## src/rtl/txdma_pkg.sv

```systemverilog
package txdma_pkg;
  localparam int unsigned N_CH      = 8;
  localparam int unsigned DATA_W    = 32;
  localparam int unsigned MODE_LSB  = 30;
  localparam int unsigned REQ_BIT   = 3;
  localparam int unsigned EMPTY_LSB = 24;
  localparam int unsigned NOPEND_LSB = 16;
  localparam logic [DATA_W-1:0] CFG_KEEP_MASK = 32'hC000_0008;

  typedef enum logic [1:0] {
    RM_OFF       = 2'b00,
    RM_PAUSE_EOF = 2'b01,
    RM_RUN       = 2'b10,
    RM_RSVD      = 2'b11
  } run_mode_e;
endpackage

```

## src/rtl/txdma_addr_dec.sv

```systemverilog
module txdma_addr_dec #(
  parameter int unsigned N_CH     = 8,
  parameter int unsigned ADDR_W   = 12,
  parameter int unsigned CFG_BASE = 0,
  parameter int unsigned STRIDE   = 32,
  parameter int unsigned STAT_OFF = 256
) (
  input  logic [ADDR_W-1:0] addr,
  output logic [N_CH-1:0]   cfg_sel,
  output logic              stat_sel
);
  localparam logic [ADDR_W-1:0] STAT_ADDR = ADDR_W'(STAT_OFF);

  for (genvar g = 0; g < N_CH; g++) begin : g_cfg
    localparam logic [ADDR_W-1:0] CH_ADDR = ADDR_W'(CFG_BASE + g * STRIDE);
    assign cfg_sel[g] = (addr == CH_ADDR);
  end

  assign stat_sel = (addr == STAT_ADDR);
endmodule

```

## src/rtl/txdma_chan_cfg.sv

```systemverilog
module txdma_chan_cfg
  import txdma_pkg::*;
(
  input  logic              clk,
  input  logic              rst_n,
  input  logic              wr_sel,
  input  logic [1:0]        wr_mode,
  input  logic              wr_req,
  input  logic              eof,
  output logic              run_o,
  output logic              req_en_o,
  output logic [DATA_W-1:0] cfg_rd
);
  run_mode_e mode_q;
  logic      req_q;

  always_ff @(posedge clk or negedge rst_n) begin
    if (!rst_n) begin
      mode_q <= RM_OFF;
      req_q  <= 1'b0;
    end else if (wr_sel) begin
      mode_q <= run_mode_e'(wr_mode);
      req_q  <= wr_req;
    end else if (mode_q == RM_PAUSE_EOF && eof) begin
      mode_q <= RM_OFF;
    end
  end

  always_comb begin
    unique case (mode_q)
      RM_RUN, RM_PAUSE_EOF: run_o = 1'b1;
      default:              run_o = 1'b0;
    endcase
  end

  assign req_en_o = req_q;

  always_comb begin
    cfg_rd = '0;
    cfg_rd[MODE_LSB +: 2] = mode_q;
    cfg_rd[REQ_BIT]       = req_q;
  end

  assert_pause_eof_R5: assert property (@(posedge clk) disable iff (!rst_n)
    (mode_q == RM_PAUSE_EOF && eof && !wr_sel) |=> (mode_q == RM_OFF && !run_o));
  assert_pause_hold_R5: assert property (@(posedge clk) disable iff (!rst_n)
    (mode_q == RM_PAUSE_EOF && !eof && !wr_sel) |=> run_o);
  assert_eof_ignored_R6: assert property (@(posedge clk) disable iff (!rst_n)
    (mode_q != RM_PAUSE_EOF && !wr_sel) |=> ($stable(mode_q) && $stable(req_q)));
  assert_write_wins_R7: assert property (@(posedge clk) disable iff (!rst_n)
    wr_sel |=> (cfg_rd[MODE_LSB +: 2] == $past(wr_mode) && req_en_o == $past(wr_req)));
endmodule

```

## src/rtl/txdma_status.sv

```systemverilog
module txdma_status
  import txdma_pkg::*;
#(
  parameter int unsigned NCH = 8
) (
  input  logic [NCH-1:0]    buf_empty,
  input  logic [NCH-1:0]    no_pend,
  output logic [DATA_W-1:0] stat_word,
  output logic [NCH-1:0]    idle
);
  always_comb begin
    stat_word = '0;
    for (int i = 0; i < NCH; i++) begin
      stat_word[EMPTY_LSB + i]  = buf_empty[i];
      stat_word[NOPEND_LSB + i] = no_pend[i];
    end
  end

  for (genvar g = 0; g < NCH; g++) begin : g_idle
    assign idle[g] = buf_empty[g] & no_pend[g];
  end
endmodule

```

## src/rtl/txdma_ctrl_regs.sv

```systemverilog
module txdma_ctrl_regs
  import txdma_pkg::*;
#(
  parameter int unsigned ADDR_W   = 12,
  parameter int unsigned CFG_BASE = 0,
  parameter int unsigned STRIDE   = 32,
  parameter int unsigned STAT_OFF = 256
) (
  input  logic              clk,
  input  logic              rst_n,
  input  logic [ADDR_W-1:0] reg_addr,
  input  logic              reg_wr_en,
  input  logic [31:0]       reg_wr_data,
  output logic [31:0]       reg_rd_data,
  input  logic [7:0]        chan_eof_i,
  input  logic [7:0]        chan_buf_empty_i,
  input  logic [7:0]        chan_no_pend_i,
  output logic [7:0]        chan_run_o,
  output logic [7:0]        chan_req_en_o,
  output logic [7:0]        chan_idle_o
);
  logic [N_CH-1:0]   cfg_sel;
  logic              stat_sel;
  logic [DATA_W-1:0] cfg_rd [N_CH];
  logic [DATA_W-1:0] stat_word;
  logic              unused_wr_bits;

  assign unused_wr_bits = ^{reg_wr_data[29:4], reg_wr_data[2:0]};

  txdma_addr_dec #(
    .N_CH(N_CH), .ADDR_W(ADDR_W), .CFG_BASE(CFG_BASE),
    .STRIDE(STRIDE), .STAT_OFF(STAT_OFF)
  ) u_dec (
    .addr(reg_addr), .cfg_sel(cfg_sel), .stat_sel(stat_sel)
  );

  for (genvar g = 0; g < N_CH; g++) begin : g_ch
    txdma_chan_cfg u_ch (
      .clk(clk), .rst_n(rst_n),
      .wr_sel(reg_wr_en & cfg_sel[g]),
      .wr_mode(reg_wr_data[MODE_LSB +: 2]),
      .wr_req(reg_wr_data[REQ_BIT]),
      .eof(chan_eof_i[g]),
      .run_o(chan_run_o[g]),
      .req_en_o(chan_req_en_o[g]),
      .cfg_rd(cfg_rd[g])
    );
  end

  txdma_status #(.NCH(N_CH)) u_stat (
    .buf_empty(chan_buf_empty_i), .no_pend(chan_no_pend_i),
    .stat_word(stat_word), .idle(chan_idle_o)
  );

  always_comb begin
    reg_rd_data = '0;
    for (int i = 0; i < N_CH; i++) begin
      if (cfg_sel[i]) reg_rd_data = cfg_rd[i];
    end
    if (stat_sel) reg_rd_data = stat_word;
  end

  assert_sel_onehot_R12: assert property (@(posedge clk) disable iff (!rst_n)
    $onehot0({cfg_sel, stat_sel}));
  assert_rsvd_zero_R2: assert property (@(posedge clk) disable iff (!rst_n)
    (|cfg_sel) |-> ((reg_rd_data & ~CFG_KEEP_MASK) == '0));
  assert_status_map_R8: assert property (@(posedge clk) disable iff (!rst_n)
    stat_sel |-> (reg_rd_data == {chan_buf_empty_i, chan_no_pend_i, 16'h0000}));
  assert_unmapped_zero_R11: assert property (@(posedge clk) disable iff (!rst_n)
    (!(|cfg_sel) && !stat_sel) |-> (reg_rd_data == '0));
  assert_idle_pair_R10: assert property (@(posedge clk) disable iff (!rst_n)
    (chan_idle_o & ~(chan_buf_empty_i & chan_no_pend_i)) == '0);
endmodule

```

## config.mk

```make
export PLATFORM = sky130hd
export DESIGN_NAME = txdma_ctrl_regs
export DESIGN_NICKNAME = d
export VERILOG_FILES = /design/src/rtl/txdma_pkg.sv /design/src/rtl/txdma_addr_dec.sv /design/src/rtl/txdma_chan_cfg.sv /design/src/rtl/txdma_status.sv /design/src/rtl/txdma_ctrl_regs.sv
export SDC_FILE = /design/constraint.sdc
export NUM_CORES = 1
export LEC_CHECK = 0
export BUFFER_PORTS_ARGS = -buffer_cell sky130_fd_sc_hd__buf_2
export CAP_MARGIN = 40
export CORE_ASPECT_RATIO = 1.5
export CORE_UTILIZATION = 25
export DETAILED_ROUTE_END_ITERATION = 8
export HOLD_SLACK_MARGIN = 0.06
export PLACE_DENSITY_LB_ADDON = 0.05
export SYNTH_ARGS = -nofsm -noshare
export SYNTH_HDL_FRONTEND = slang
export SYNTH_SLANG_ARGS = --single-unit
```

## constraint.sdc

```tcl
create_clock -name clk -period 1.3 [get_ports clk]
set_input_delay 0.065 -clock clk [delete_from_list [all_inputs] [get_ports clk]]
set_output_delay 0.065 -clock clk [all_outputs]
set_load 0.005 [all_outputs]
```

### After elaboration in Yosys (flattened, before gate mapping)

Index checks and enable logic that the tools add are counted.

| storage, ports and cells | value |
|---|---|
| bits in registers | 24 |
| bits of input ports | 71 |
| output and inout bits | 56 |
| logic and storage cells | 114 |

| cells by class | value |
|---|---|
| equality and inequality tests | 24 |
| mux-type cells | 33 |
| bitwise logic cells | 16 |
| reduce and logical (&&, ||, !) cells | 25 |

Operators by type and width:

| cell | count |
|---|---|
| $mux W32 | 9 |
| $eq A12 B8 Y1 const B | 4 |
| $mux W2 | 16 |
| $eq A12 B7 Y1 const B | 2 |
| $and A1 B1 Y1 | 16 |
| $eq A2 B1 Y1 const B | 8 |
| $eq A2 B2 Y1 const B | 8 |
| $reduce_bool A2 Y1 | 8 |
| $reduce_or A2 Y1 | 8 |
| $eq A12 B6 Y1 const B | 1 |
| $eq A12 B9 Y1 const B | 1 |
| $logic_not A12 Y1 | 1 |
| $logic_and A1 B1 Y1 | 8 |
| $mux W1 | 8 |

### Longest topological paths before layout

Gate-level depths: netlist (run 1).

| logic depth | value |
|---|---|
| depth in word-level cells | 10 |
| depth in mapped cells | 6 |
| mapped depth without buffers | 4 |

### Hierarchy

A second synthesis (run 1) with hierarchy kept.

| second synthesis, totals | value |
|---|---|
| cells, all modules | 802 |
| area total of the unflattened synthesis | 6406.1 µm² |

Modules (own cells, without submodules):

| module | instances | cells each | area each (µm²) |
|---|---|---|---|
| txdma_ctrl_regs | 1 | 399 | 3041.7 |
| txdma_chan_cfg | 8 | 43 | 369.1 |
| txdma_status | 1 | 41 | 294.0 |
| txdma_addr_dec | 1 | 18 | 117.6 |

### Worst setup path before layout (run 1)

No wires, ideal clock.

| path | value |
|---|---|
| path type | input -> register |
| from | input reg_addr[3] |
| to | register g_ch[0].u_ch.mode_q[0] |
| data arrival time | 1181 ps |
| required time | 1175 ps |
| path slack | -6 ps |
| stages | 4 |
| path buffers | 0 |
| path through | nor4_4 > nand4_2 > nor3_4 > mux2_2 |

| between the ends | value |
|---|---|
| word-level cells in the longest chain between the ends | 3 |

RTL lines:

| element | line | source |
|---|---|---|
| from (decl) | txdma_ctrl_regs.sv:11 | `input logic [ADDR_W-1:0] reg_addr,` |
| $logic_not A12 Y1 * | txdma_addr_dec.sv:16 | `assign cfg_sel[g] = (addr == CH_ADDR);` |
| $and A1 B1 Y1 * | txdma_ctrl_regs.sv:40 | `.wr_sel(reg_wr_en & cfg_sel[g]),` |
| $mux W2 / $reduce_bool A2 Y1 (equally long branches) | -- |  |
| to (signal assigned) | txdma_chan_cfg.sv:22 | `mode_q <= run_mode_e'(wr_mode);` |
| to (decl) | txdma_chan_cfg.sv:14 | `run_mode_e mode_q;` |

Every way passes the cells marked *; elsewhere a longest branch is shown, timed or not.
A chain may end at the register's enable or synchronous reset.

### Worst setup path after layout (run 1)

| path | value |
|---|---|
| from | register g_ch[3].u_ch.mode_q[0] |
| to | output reg_rd_data[30] |

| between the ends | value |
|---|---|
| word-level cells in the longest chain between the ends | 6 |

RTL lines:

| element | line | source |
|---|---|---|
| from (decl) | txdma_chan_cfg.sv:14 |  |
| from (signal assigned) | txdma_chan_cfg.sv:22 |  |
| $mux W32 (5 in a row) | txdma_ctrl_regs.sv:58 | `if (cfg_sel[i]) reg_rd_data = cfg_rd[i];` |
| $mux W32 | txdma_ctrl_regs.sv:60 | `if (stat_sel) reg_rd_data = stat_word;` |
| to (decl) | txdma_ctrl_regs.sv:14 | `output logic [31:0] reg_rd_data,` |

Every way passes these cells.

==> results by group, run 1 <==
Detailed routing
  – DR vias: approximately 1700
  – Iter 0 DRT Violations: 22
  – Routed WL: between 5000 and 6000 um
  – DR WL/cell: ~14 um
  – Vias per cell: between 4 and 5
  – DRT Pass-1 Iters: 3
  – Drc violations: 0
  – Final ANT Viol Nets: 0

Global routing
  – M1 GR Usage: 0.1427
  – Total track usage: 0.1296
  – Initial antenna violation count: 0
  – Met2 GRT Util: 0.2511
  – Grt total ovfl: 0
  – Gr busiest metal: met2
  – Largest net degree at the start of global routing: 25
  – First-pass GRT wire length: 8004 um
  – Met3 usage in global routing: 0.008182
  – Vias in the first global route: 1677

Placed design
  – Detailed Place HPWL: roughly 4400 um
  – Placed inst area: 2567 um2
  – Port bufs: 82
  – GPL Wtd Cong: 0.7560

Power
  – Combinational share of power: 0.150
  – Static leakage: 1.473 nW
  – Total net switching power: about 0.00042 W
  – Sequential power share: 0.391
  – Worst vdd ir: 428.7 uV
  – Pwr dens: roughly 640 nW/um2
  – Clock group share of total power: 0.459
  – Sw Share: 0.2197
  – Internal Pwr Total: between 0.0015 and 0.002 W

STA
  – Post-route minimum period: around 1.7 ns
  – Final Skew: roughly 0.0026 ns
  – Max Fclk: around 600 MHz
  – Final Max Slew Viols: 0
  – Final period util: 1.280
  – Relative slew slack: 0.6097
  – Min setup slack post-route: -0.3635 ns
  – Measured slew at the worst slew-check pin: 0.5855 ns
  – Hold WS: 0.1727 ns
  – Hold Fails Final Rpt: 0
  – RSZ-0062 raised after global routing: yes
  – TNS Setup: -0.9145 ns
  – Setup violations, final: 12

Synth
  – Post-Synth Simple-Gate Area: 0.1942
  – Avg Synthesized Cell Area: 10.10 um2
  – Post-synth top cells: buf_4 (33), mux2_2 (25), dfrtp_1 (24)
  – Largest cells by area after synthesis: dfrtp_1 (30%), mux2_2 (14%), buf_4 (12%)
  – Xor-xnor portion of the synthesized cell area: 0
  – Count of flip-flops with a built-in enable after synthesis: 0
  – Main synth FF type: dfrtp_1
  – Register area share after synthesis: 0.3017
  – Adder-Cell Fraction of Synth Area: 0.05028
  – Area fraction in compound gates after synthesis: 0.08862
  – Synth Register Bits: 24
  – Yosys top cell by area: dfrtp_1
  – Proportion of netlist area held by the largest area contributor: 0.3017
  – Ys async rst share: 1.000
  – Largest family of logic cells by synthesized area: multiplexers
  – Post-Syn Instances: about 200
  – Mux share of post-synthesis cell area: 0.1955
  – Most frequent cell after synthesis: buf_4
  – Cell area after synthesis: approximately 2000 um2
  – Post-synth cell types: 34
  – Ys Warns: 0

Setup path
  – Slowest cell on crit path: mux4_2
  – Req. time, crit path: between 1 and 1.5 ns
  – CP Launch Type: register
  – CP peak stage delay: around 0.46 ns
  – Peak fanout along the critical path: 2
  – Setup CP Type: register to primary output
  – Critical path cell sequence: mux4_2, mux2i_1, a311o_1, a21oi_1, buf_2
  – Crit path DAT: around 1.6 ns
  – Setup crit end kind: primary output

Run status
  – Failing checks: setup timing
  – Run status: finished, violations left

Floorplan
  – Rows: 39
  – Core Area: roughly 7700 um2
  – Die width: 74.86 um
  – Die height: roughly 110 um
  – Die ar.: approximately 8300 um2
  – Starting Density: 0.2598
  – # IOs: approximately 130

Layout
  – Layout area overhead: 49.84%
  – Final core occ: 0.3894
  – Layout cells sized above 1: 0.6254
  – Final Instance Area: between 2000 and 3000 um2
  – Fillers: ~800
  – Register area: about 600 um2
  – N_diodes: 0
  – Nets: approximately 380
  – Multi-input gate area: between 1000 and 1500 um2

Clock tree
  – Clock buffer count from CTS: 3
  – Clk Latency, worst-skew pair: approximately 0.26 ns
  – Clock-pin slew on the worst setup and hold paths: 0.06 ns
  – CTS tree: yes
  – Root buf cell: clkbuf_16
  – Clock tree sinks: 24
  – Clk buf depth: 2
  – H-tree Lvls: 1

Job
  – Max cap viols: 0

Hold path
  – Tightest Hold Check Type: input pin to register
[kinds of logic (layout without fill, tap and decap cells)]
kind of cell    Yosys count  after routing
buf+inv                  53            141
other cells               1             15
mux                      32             32
simple gates             53             53
fa+ha+maj                 8              8
flops                    24             24
compound gates           26             26
[layout by cell type, fill, tap and decap left out, drive strengths merged, types with 2 or more instances in the layout]
master,instances
dfrtp,24
conb,15
ha,8
inv,16
buf,120
a21boi,8
a21oi,9
and2,22
nand2b,3
clkbuf,3
a31oi,3
nor4,3
mux4,3
nand2,5
mux2,25
nor2,8
nand4,2
nor3,5
mux2i,4
a2bb2oi,2
[metal layers]
metal,vias up,share of wire,wire [um]
met4,0,0.0076,42
li1,839,-,-
met3,4,0.051,281
met2,78,0.56,3051
met5,-,0,0
met1,803,0.39,2119
[cell type report]
class,instances,share of cell area
Clock buffer,3,0.02517
Clock inverter,1,0.01007
Inverter,16,0.02013
Multi-Input combinational cell,134,0.4186
Sequential cell,24,0.2013
Tap cell,102,0.04279
Timing Repair Buffer,121,0.2819
[through the flow]
step / total power, W / cells / setup WS [ns]
after global placement: 0.001036 / 391 / -0.2866
after CTS: 0.001951 / 400 / -0.3705
after global routing: 0.002021 / 401 / -0.4421
after floorplan: 0.0009010 / 211 / -0.0005403
final: 0.001923 / 401 / -0.3635
after detailed placement: 0.001035 / 391 / -0.2806
[registers in the layout, indices dropped and copies added, names as in the netlist]
| signal | count |
|---|---|
| g_ch.u_ch.mode_q | 16 |
| g_ch.u_ch.req_en_o | 8 |
[timing repair]
| action | CTS | global route |
|---|---|---|
| gates cloned | 0 | 0 |
| endpoints found under the setup margin | 22 | 29 |
| buffers inserted | 5 | 5 |
| hold endpoints to repair | 24 | 0 |
| resized for setup | 14 | 36 |
| hold buffers | 1 | 0 |
| pin swaps | 20 | 9 |
[path summary, 6_finish.rpt]
kind / depth (start not counted) / to / slack, ns / from
max reg2reg: 5 / g_ch[3].u_ch.mode_q[0] / 0.12 / g_ch[3].u_ch.mode_q[1]
min reg2reg: 2 / g_ch[6].u_ch.req_en_o / 0.61 / g_ch[6].u_ch.req_en_o
max in group asynchronous: 2 / g_ch[4].u_ch.mode_q[1] / 0.58 / rst_n
max: 5 / reg_rd_data[30] / -0.36 / g_ch[3].u_ch.mode_q[0]
min: 2 / g_ch[4].u_ch.req_en_o / 0.17 / reg_wr_data[3]
min in group asynchronous: 2 / g_ch[7].u_ch.req_en_o / 0.34 / rst_n
[power groups by stage]
| stage | combinational, W | clock (W) | sequential, W |
|---|---|---|---|
| global placement | 0.000270 | 0 | 0.000766 |
| global route | 0.000324 | 0.000945 | 0.000751 |
| detailed placement | 0.000269 | 0 | 0.000766 |
| finish | 0.000288 | 0.000883 | 0.000752 |
| floorplan | 0.000135 | 0 | 0.000766 |
| CTS | 0.000285 | 0.000915 | 0.000752 |
[worst max-delay path, delay by kind of cell, from the launching register on]
family	cells	cell delay, ns
flops	1	0.39
buf+inv	1	0.13
mux	2	0.61
compound gates	2	0.20
No activity file was read; power rests on OpenSTA's default activity.
==> inputs of run 2 (changes only) <==
--- a/config.mk
+++ b/config.mk
@@ -8,6 +8,7 @@
 export BUFFER_PORTS_ARGS = -buffer_cell sky130_fd_sc_hd__buf_2
 export CAP_MARGIN = 40
 export CORE_ASPECT_RATIO = 1.5
+export CORE_MARGIN = 2
 export CORE_UTILIZATION = 25
 export DETAILED_ROUTE_END_ITERATION = 8
 export HOLD_SLACK_MARGIN = 0.06
==> run 2 against run 1 <==
- the flow still finishes with violations (setup timing)
- cell count fell by 0.25%
- clock power fell by 16%
- clock skew fell by 0.0018 ns
- critical path depth did not move
- register-to-register slack improved by 0.02 ns
- count of clock-buffer cells in the layout rose by 1
- die area rose by 4.5%
- via count rose by 1.7%
- maximum frequency fell by 0.51%
- hold slack improved by 0.019 ns
- largest power group is now sequential cells
==> results by group, run 2 (synthesized netlist as in run 1, its figures left out) <==
Placed design
  – Post-place setup slack: -0.2841 ns (-0.003497 ns)
  – Detailed Place HPWL: 4722 um (+6.2%)
  – Port bufs: 82 (unchanged)
  – Inst Count DP: 391 (unchanged)
  – GPL Wtd Cong: 0.7101 (-6.1%)

Floorplan
  – Starting Density: 0.2598 (unchanged)
  – Die width: 76.86 um (+2.7%)
  – # IOs: 127 (unchanged)
  – Rows: 39 (unchanged)
  – Die height: 113.3 um (+1.8%)
  – Core Area: 7661 um2 (unchanged)
  – Die ar.: 8707 um2 (+4.5%)

Layout
  – Register area: 600.6 um2 (unchanged)
  – Fillers: 803 (+0.63%)
  – Multi-input gate area: 1299 um2 (+4.0%)
  – Nets: 378 (-0.26%)
  – Largest register FFs: 16 (unchanged)
  – Commonest non-fill, non-tap cell in the layout: buf_2
  – Most frequent cells in the layout: buf_2 (66), buf_4 (33), dfrtp_1 (24), buf_6 (19)
  – Layout area overhead: 50.60%
  – Layout cells sized above 1: 0.6242 (-0.001257)
  – Largest register by flop count: g_ch.u_ch.mode_q
  – Non-Filler Instances: 400 (-0.25%)
  – N_diodes: 0 (unchanged)

Setup path
  – CP peak stage delay: 0.46 ns (about the same)
  – Critical path cell sequence: mux4_2, mux2i_1, a311o_1, a21oi_2, buf_2
  – Slowest cell on crit path: mux4_2
  – Peak fanout along the critical path: 2 (unchanged)
  – Kind of cell with the highest combined delay on the critical path: multiplexers
  – R2R cell count: 5 (unchanged)
  – CP Launch Type: register
  – CP Depth: 5 (unchanged)
  – Req. time, crit path: 1.24 ns (about the same)
  – Worst setup path endpoint: reg_rd_data[30]
  – Crit path DAT: 1.61 ns (about the same)
  – Worst path bufs/invs: 1 (unchanged)
  – Setup crit end kind: primary output
  – Setup CP Type: register to primary output
  – CP startpoint: g_ch[1].u_ch.mode_q[0]
  – Reg-to-Reg Start: g_ch[3].u_ch.mode_q[1]
  – FF-to-FF setup slack: 0.14 ns (+0.02 ns)
  – Critical R2R Capture: g_ch[3].u_ch.mode_q[0]

Detailed routing
  – DR WL/cell: 14.60 um (+6.5%)
  – Routed WL: 5839 um (+6.3%)
  – Vias per cell: 4.383 (+1.9%)
  – Drc violations: 0 (unchanged)
  – Final ANT Viol Nets: 0 (unchanged)
  – DRT Pass-1 Iters: 2 (-1)
  – DR vias: 1753 (+1.7%)
  – Iter 0 DRT Violations: 18 (-18%)

STA
  – RSZ-0062 raised after global routing: yes
  – Hold Fails Final Rpt: 0 (unchanged)
  – Final Skew: 0.0007866 ns (-0.001819 ns)
  – Final Max Slew Viols: 0 (unchanged)
  – Measured slew at the worst slew-check pin: 0.5783 ns (-0.007267 ns)
  – Min setup slack post-route: -0.3720 ns (-0.008546 ns)
  – Post-route minimum period: 1.672 ns (+0.008546 ns)
  – Final period util: 1.286 (+0.006574)
  – Relative slew slack: 0.6145 (+0.004845)
  – Max Fclk: 598.1 MHz (-0.51%)
  – Setup violations, final: 26 (+14)

Job
  – Max cap viols: 0 (unchanged)

Clock tree
  – Clk buf depth: 2 (unchanged)
  – H-tree Lvls: 1 (unchanged)
  – CTS tree: yes
  – Clock buffer count from CTS: 3 (unchanged)
  – Clock tree sinks: 24 (unchanged)
  – Clk Latency, worst-skew pair: 0.26 ns (about the same)
  – Root buf cell: clkbuf_16
  – Clock-pin slew on the worst setup and hold paths: 0.07 ns (about the same)

Global routing
  – Vias in the first global route: 1773 (+5.7%)
  – Grt total ovfl: 0 (unchanged)
  – First-pass GRT wire length: 8790 um (+9.8%)
  – Largest net degree at the start of global routing: 25 (unchanged)
  – Total track usage: 0.1287 (-0.0009298)
  – Initial antenna violation count: 0 (unchanged)

Run status
  – Run status: finished, violations left
  – Failing checks: setup timing

Power
  – Worst vdd ir: 438.4 uV (+2.3%)
  – Static leakage: 1.498 nW (+1.7%)
  – Pwr dens: 595.8 nW/um2 (-7.6%)

Hold path
  – Tightest Hold Check Type: input pin to register
-- run 2: cell count changes in the layout (fill, tap and decap cells not counted), sizes merged --
cell | previous run | this run
buf | 120 | 119
bufinv | 1 | 0
clkbuf | 3 | 4
-- run 2: layer usage --
| metal | track usage | share of wire | vias up |
|---|---|---|---|
| met2 | 0.2596 | 0.55 | 81 |
| met4 | 0.03273 | 0.0089 | 0 |
| met5 | 0 | 0 | - |
| li1 | - | - | 830 |
| met1 | 0.1319 | 0.37 | 837 |
| met3 | 0.02552 | 0.066 | 5 |
-- run 2: area by class of cell --
cell class,instances,area share
inverters,16,0.02003
well taps,102,0.04257
multi-input cells,134,0.4332
flip-flops and latches,24,0.2003
repair buffers,120,0.2742
clock buffers,4,0.02963
-- run 2: power breakdown --
group          leakage (nW)  internal [W]  switching (W)
logic                  1.16      0.000138       0.000155
clock network        0.0442      0.000471       0.000271
registers             0.294      0.000750     0.00000206
total                  1.50       0.00136       0.000428
-- run 2: stage by stage --
step             TNS, ns  utilization  cell area, um2  total power [W]  hold WS [ns]
2_1_floorplan  -0.001621            -            2043        0.0009010       -0.2306
3_3_place_gp      -8.734       0.3351            2567         0.001037       0.09433
3_5_place_dp      -9.262       0.3351            2567         0.001037        0.1055
4_1_cts           -2.767       0.3647            2794         0.001806        0.1861
5_1_grt           -4.443       0.3913            2998         0.001861        0.1935
6_report          -2.059       0.3913            2998         0.001786        0.1919
-- run 2: what timing repair did --
| item | CTS | global route |
|---|---|---|
| hold buffers | 1 | 0 |
| endpoints found under the hold margin | 24 | 0 |
| resized for setup | 22 | 38 |
| pin swaps | 21 | 11 |
| setup buffers | 3 | 5 |
| endpoints found under the setup margin | 23 | 44 |
-- run 2: how the worst min path moves through the flow --
| stage | from | to | slack (ns) | cells past startpoint |
|---|---|---|---|---|
| after floorplan | rst_n | g_ch[0].u_ch.mode_q[0] | -0.23 | 0 |
| after global placement | rst_n | g_ch[1].u_ch.mode_q[0] | 0.09 | 1 |
| after detailed placement | rst_n | g_ch[1].u_ch.req_en_o | 0.11 | 1 |
| after CTS | reg_wr_data[3] | g_ch[0].u_ch.req_en_o | 0.19 | 2 |
| after global routing | reg_wr_data[3] | g_ch[2].u_ch.req_en_o | 0.19 | 2 |
| final | reg_wr_data[3] | g_ch[5].u_ch.req_en_o | 0.19 | 2 |
==> inputs of run 3 (changes only) <==
--- a/config.mk
+++ b/config.mk
@@ -10,9 +10,11 @@
 export CORE_ASPECT_RATIO = 1.5
 export CORE_MARGIN = 2
 export CORE_UTILIZATION = 25
+export CTS_BUF_LIST = sky130_fd_sc_hd__clkbuf_8
 export DETAILED_ROUTE_END_ITERATION = 8
 export HOLD_SLACK_MARGIN = 0.06
 export PLACE_DENSITY_LB_ADDON = 0.05
+export SLEW_MARGIN = 20
 export SYNTH_ARGS = -nofsm -noshare
 export SYNTH_HDL_FRONTEND = slang
 export SYNTH_SLANG_ARGS = --single-unit
==> run 3 against run 2 <==
- the run still ends with setup timing left
- sequential share of layout area increased by 0.38 points
- total power fell by 13%
- cell area down 1.9%
- register-to-register slack about the same
- critical path type unchanged
- combinational power is essentially flat
- sequential cell count unchanged
- cell count unchanged
- non-clock buffer count unchanged
- hold slack worse by 0.0096 ns
- highest routed layer unchanged
==> results by group, run 3 (synthesized netlist as in run 1, its figures left out) <==
Power
  – Sequential power share: 0.483 (+0.062)
  – Internal Pwr Total: 0.001156 W (-15%)
  – Worst vdd ir: 413.2 uV (-5.8%)
  – Clock group share of total power: 0.330 (-0.085)
  – Sw Share: 0.2559 (+0.01635)
  – Total net switching power: 0.0003977 W (-7.0%)
  – Pwr dens: 528.3 nW/um2 (-11%)
  – Static leakage: 1.465 nW (-2.2%)
  – Combinational share of power: 0.187 (+0.023)

Detailed routing
  – DRT Pass-1 Iters: 4 (+2)
  – Met1 Wirelength: 2104 um (-3.2%)
  – DR WL/cell: 14.47 um (-0.87%)
  – Drc violations: 0 (unchanged)
  – Met3 wire length: 389 um (+1.0%)
  – Iter 0 DRT Violations: 23 (+5)
  – Highest routed layer: met4
  – Routed WL: 5788 um (-0.87%)
  – Met2 wire len: 3265 um (+1.1%)
  – Final ANT Viol Nets: 0 (unchanged)
  – Vias per cell: 4.383 (unchanged)
  – DR vias: 1753 (unchanged)

Layout
  – N_diodes: 0 (unchanged)
  – Final core occ: 0.3840 (-0.007349)
  – Layout cells sized above 1: 0.6242 (unchanged)
  – Commonest non-fill, non-tap cell in the layout: buf_2
  – Most frequent cells in the layout: buf_2 (66), buf_4 (33), dfrtp_1 (24), buf_6 (19), mux2_2 (18)
  – Largest register by flop count: g_ch.u_ch.mode_q
  – Largest register FFs: 16 (unchanged)
  – Nets: 378 (unchanged)
  – Layout area overhead: 47.77%

Setup path
  – Req. time, crit path: 1.24 ns (about the same)
  – CP startpoint: g_ch[1].u_ch.mode_q[0]
  – Setup CP Type: register to primary output
  – Peak fanout along the critical path: 2 (unchanged)
  – FF-to-FF setup slack: 0.14 ns (about the same)
  – Setup crit end kind: primary output
  – CP Launch Type: register
  – Reg-to-Reg Start: g_ch[3].u_ch.mode_q[1]
  – Critical R2R Capture: g_ch[3].u_ch.mode_q[0]
  – R2R cell count: 5 (unchanged)
  – Crit path DAT: 1.62 ns (about the same)

Clock tree
  – Clk Latency, worst-skew pair: 0.27 ns (about the same)
  – Clock tree sinks: 24 (unchanged)
  – CTS tree: yes
  – Clock buffer count from CTS: 3 (unchanged)
  – Root buf cell: clkbuf_8
  – Clk buf depth: 2 (unchanged)
  – H-tree Lvls: 1 (unchanged)
  – Clock-pin slew on the worst setup and hold paths: 0.09 ns (+0.02 ns)

Global routing
  – First-pass GRT wire length: 8818 um (+0.32%)
  – Largest net degree at the start of global routing: 25 (unchanged)
  – Total track usage: 0.1285 (-0.0001891)
  – Grt total ovfl: 0 (unchanged)
  – Initial antenna violation count: 0 (unchanged)
  – Vias in the first global route: 1788 (+0.85%)

Floorplan
  – Starting Density: 0.2598 (unchanged)
  – # IOs: 127 (unchanged)
  – Rows: 39 (unchanged)
  – Die width: 76.86 um (unchanged)
  – Core Area: 7661 um2 (unchanged)
  – Die ar.: 8707 um2 (unchanged)
  – Die height: 113.3 um (unchanged)

Placed design
  – Port bufs: 82 (unchanged)
  – GPL Wtd Cong: 0.7101 (unchanged)
  – Detailed Place HPWL: 4722 um (unchanged)

STA
  – RSZ-0062 raised after global routing: yes
  – Measured slew at the worst slew-check pin: 0.5678 ns (-0.01046 ns)
  – Max Fclk: 593.9 MHz (-0.70%)
  – Post-route minimum period: 1.684 ns (+0.01172 ns)
  – Final Max Slew Viols: 0 (unchanged)
  – Final Skew: 0.0006637 ns (-0.0001228 ns)
  – Setup violations, final: 23 (-12%)
  – Hold Fails Final Rpt: 0 (unchanged)
  – Hold WS: 0.1823 ns (-0.009649 ns)
  – Final period util: 1.295 (+0.009012)
  – Min setup slack post-route: -0.3838 ns (-0.01172 ns)
  – Relative slew slack: 0.6215 (+0.006972)

Run status
  – Failing checks: setup timing
  – Run status: finished, violations left

Job
  – Max cap viols: 0 (unchanged)

Hold path
  – Endpoint, Worst Hold: g_ch[2].u_ch.req_en_o
  – Hold path depth: 2 (unchanged)
  – Tightest Hold Check Type: input pin to register
  – Hold Startpoint: reg_wr_data[3]
[run 3: changes by cell type in the layout (fill, tap and decap cells not counted)]
| cell | delta |
|---|---|
| nor2_2 | +1 |
| mux2_4 | -6 |
| mux2_2 | +6 |
| nor2_4 | -2 |
| clkbuf_16 | -3 |
| ha_4 | +1 |
| nor2_1 | +1 |
| ha_1 | -1 |
| clkbuf_8 | +3 |
[run 3: repair_timing]
item	CTS	global route
hold buffers	1	0
buffers inserted	3	5
hold endpoints to repair	24	0
setup endpoints to repair	19	43
gates resized for setup	18	35
pin swaps	21	6
[run 3: power groups by stage]
stage / Sequential [W] / Combinational, W / Clock [W]
floorplan: 0.000766 / 0.000135 / 0
global placement: 0.000766 / 0.000271 / 0
detailed placement: 0.000766 / 0.000271 / 0
CTS: 0.000751 / 0.000283 / 0.000538
global route: 0.000752 / 0.000319 / 0.000565
finish: 0.000751 / 0.000290 / 0.000513
[run 3: area by class of cell]
class / count / area [um2]
Clock buffer: 4 / 55.05
Multi-Input combinational cell: 134 / 1276
Timing Repair Buffer: 120 / 822.0
Fill cell: 813 / 4720
Sequential cell: 24 / 600.6
Tap cell: 102 / 127.6
Inverter: 16 / 60.06
[run 3: critical path, stage by stage, from the launching register on]
cell and delay [ns]:
dfrtp_1 0.41, mux4_2 0.46, mux2i_1 0.14, a311o_1 0.15, a21oi_2 0.06, buf_2 0.13
[run 3: per-stage QoR]
| step | worst slack [ns] | area [um2] | setup TNS [ns] | cells | total power (W) |
|---|---|---|---|---|---|
| after floorplan | -0.0005403 | 2043 | -0.001621 | 211 | 0.0009010 |
| after global placement | -0.2755 | 2567 | -8.734 | 391 | 0.001037 |
| after detailed placement | -0.2841 | 2567 | -9.262 | 391 | 0.001037 |
| after CTS | -0.4067 | 2740 | -2.677 | 398 | 0.001572 |
| after global routing | -0.4660 | 2942 | -3.775 | 400 | 0.001636 |
| final | -0.3838 | 2942 | -1.946 | 400 | 0.001554 |
[run 3: routing by layer]
metal | vias to the layer above | GRT usage
met5 | - | 0
met4 | 0 | 0.02909
met3 | 2 | 0.02632
met2 | 82 | 0.2626
met1 | 840 | 0.1299
li1 | 829 | -
[run 3: how the worst max path moves through the flow]
stage                             endpoint  slack (ns)
floorplan           g_ch[0].u_ch.mode_q[0]     -0.0005
finish                     reg_rd_data[30]       -0.38
global route               reg_rd_data[30]       -0.47
global placement    g_ch[0].u_ch.mode_q[0]       -0.28
detailed placement  g_ch[3].u_ch.mode_q[1]       -0.28
CTS                        reg_rd_data[30]       -0.41
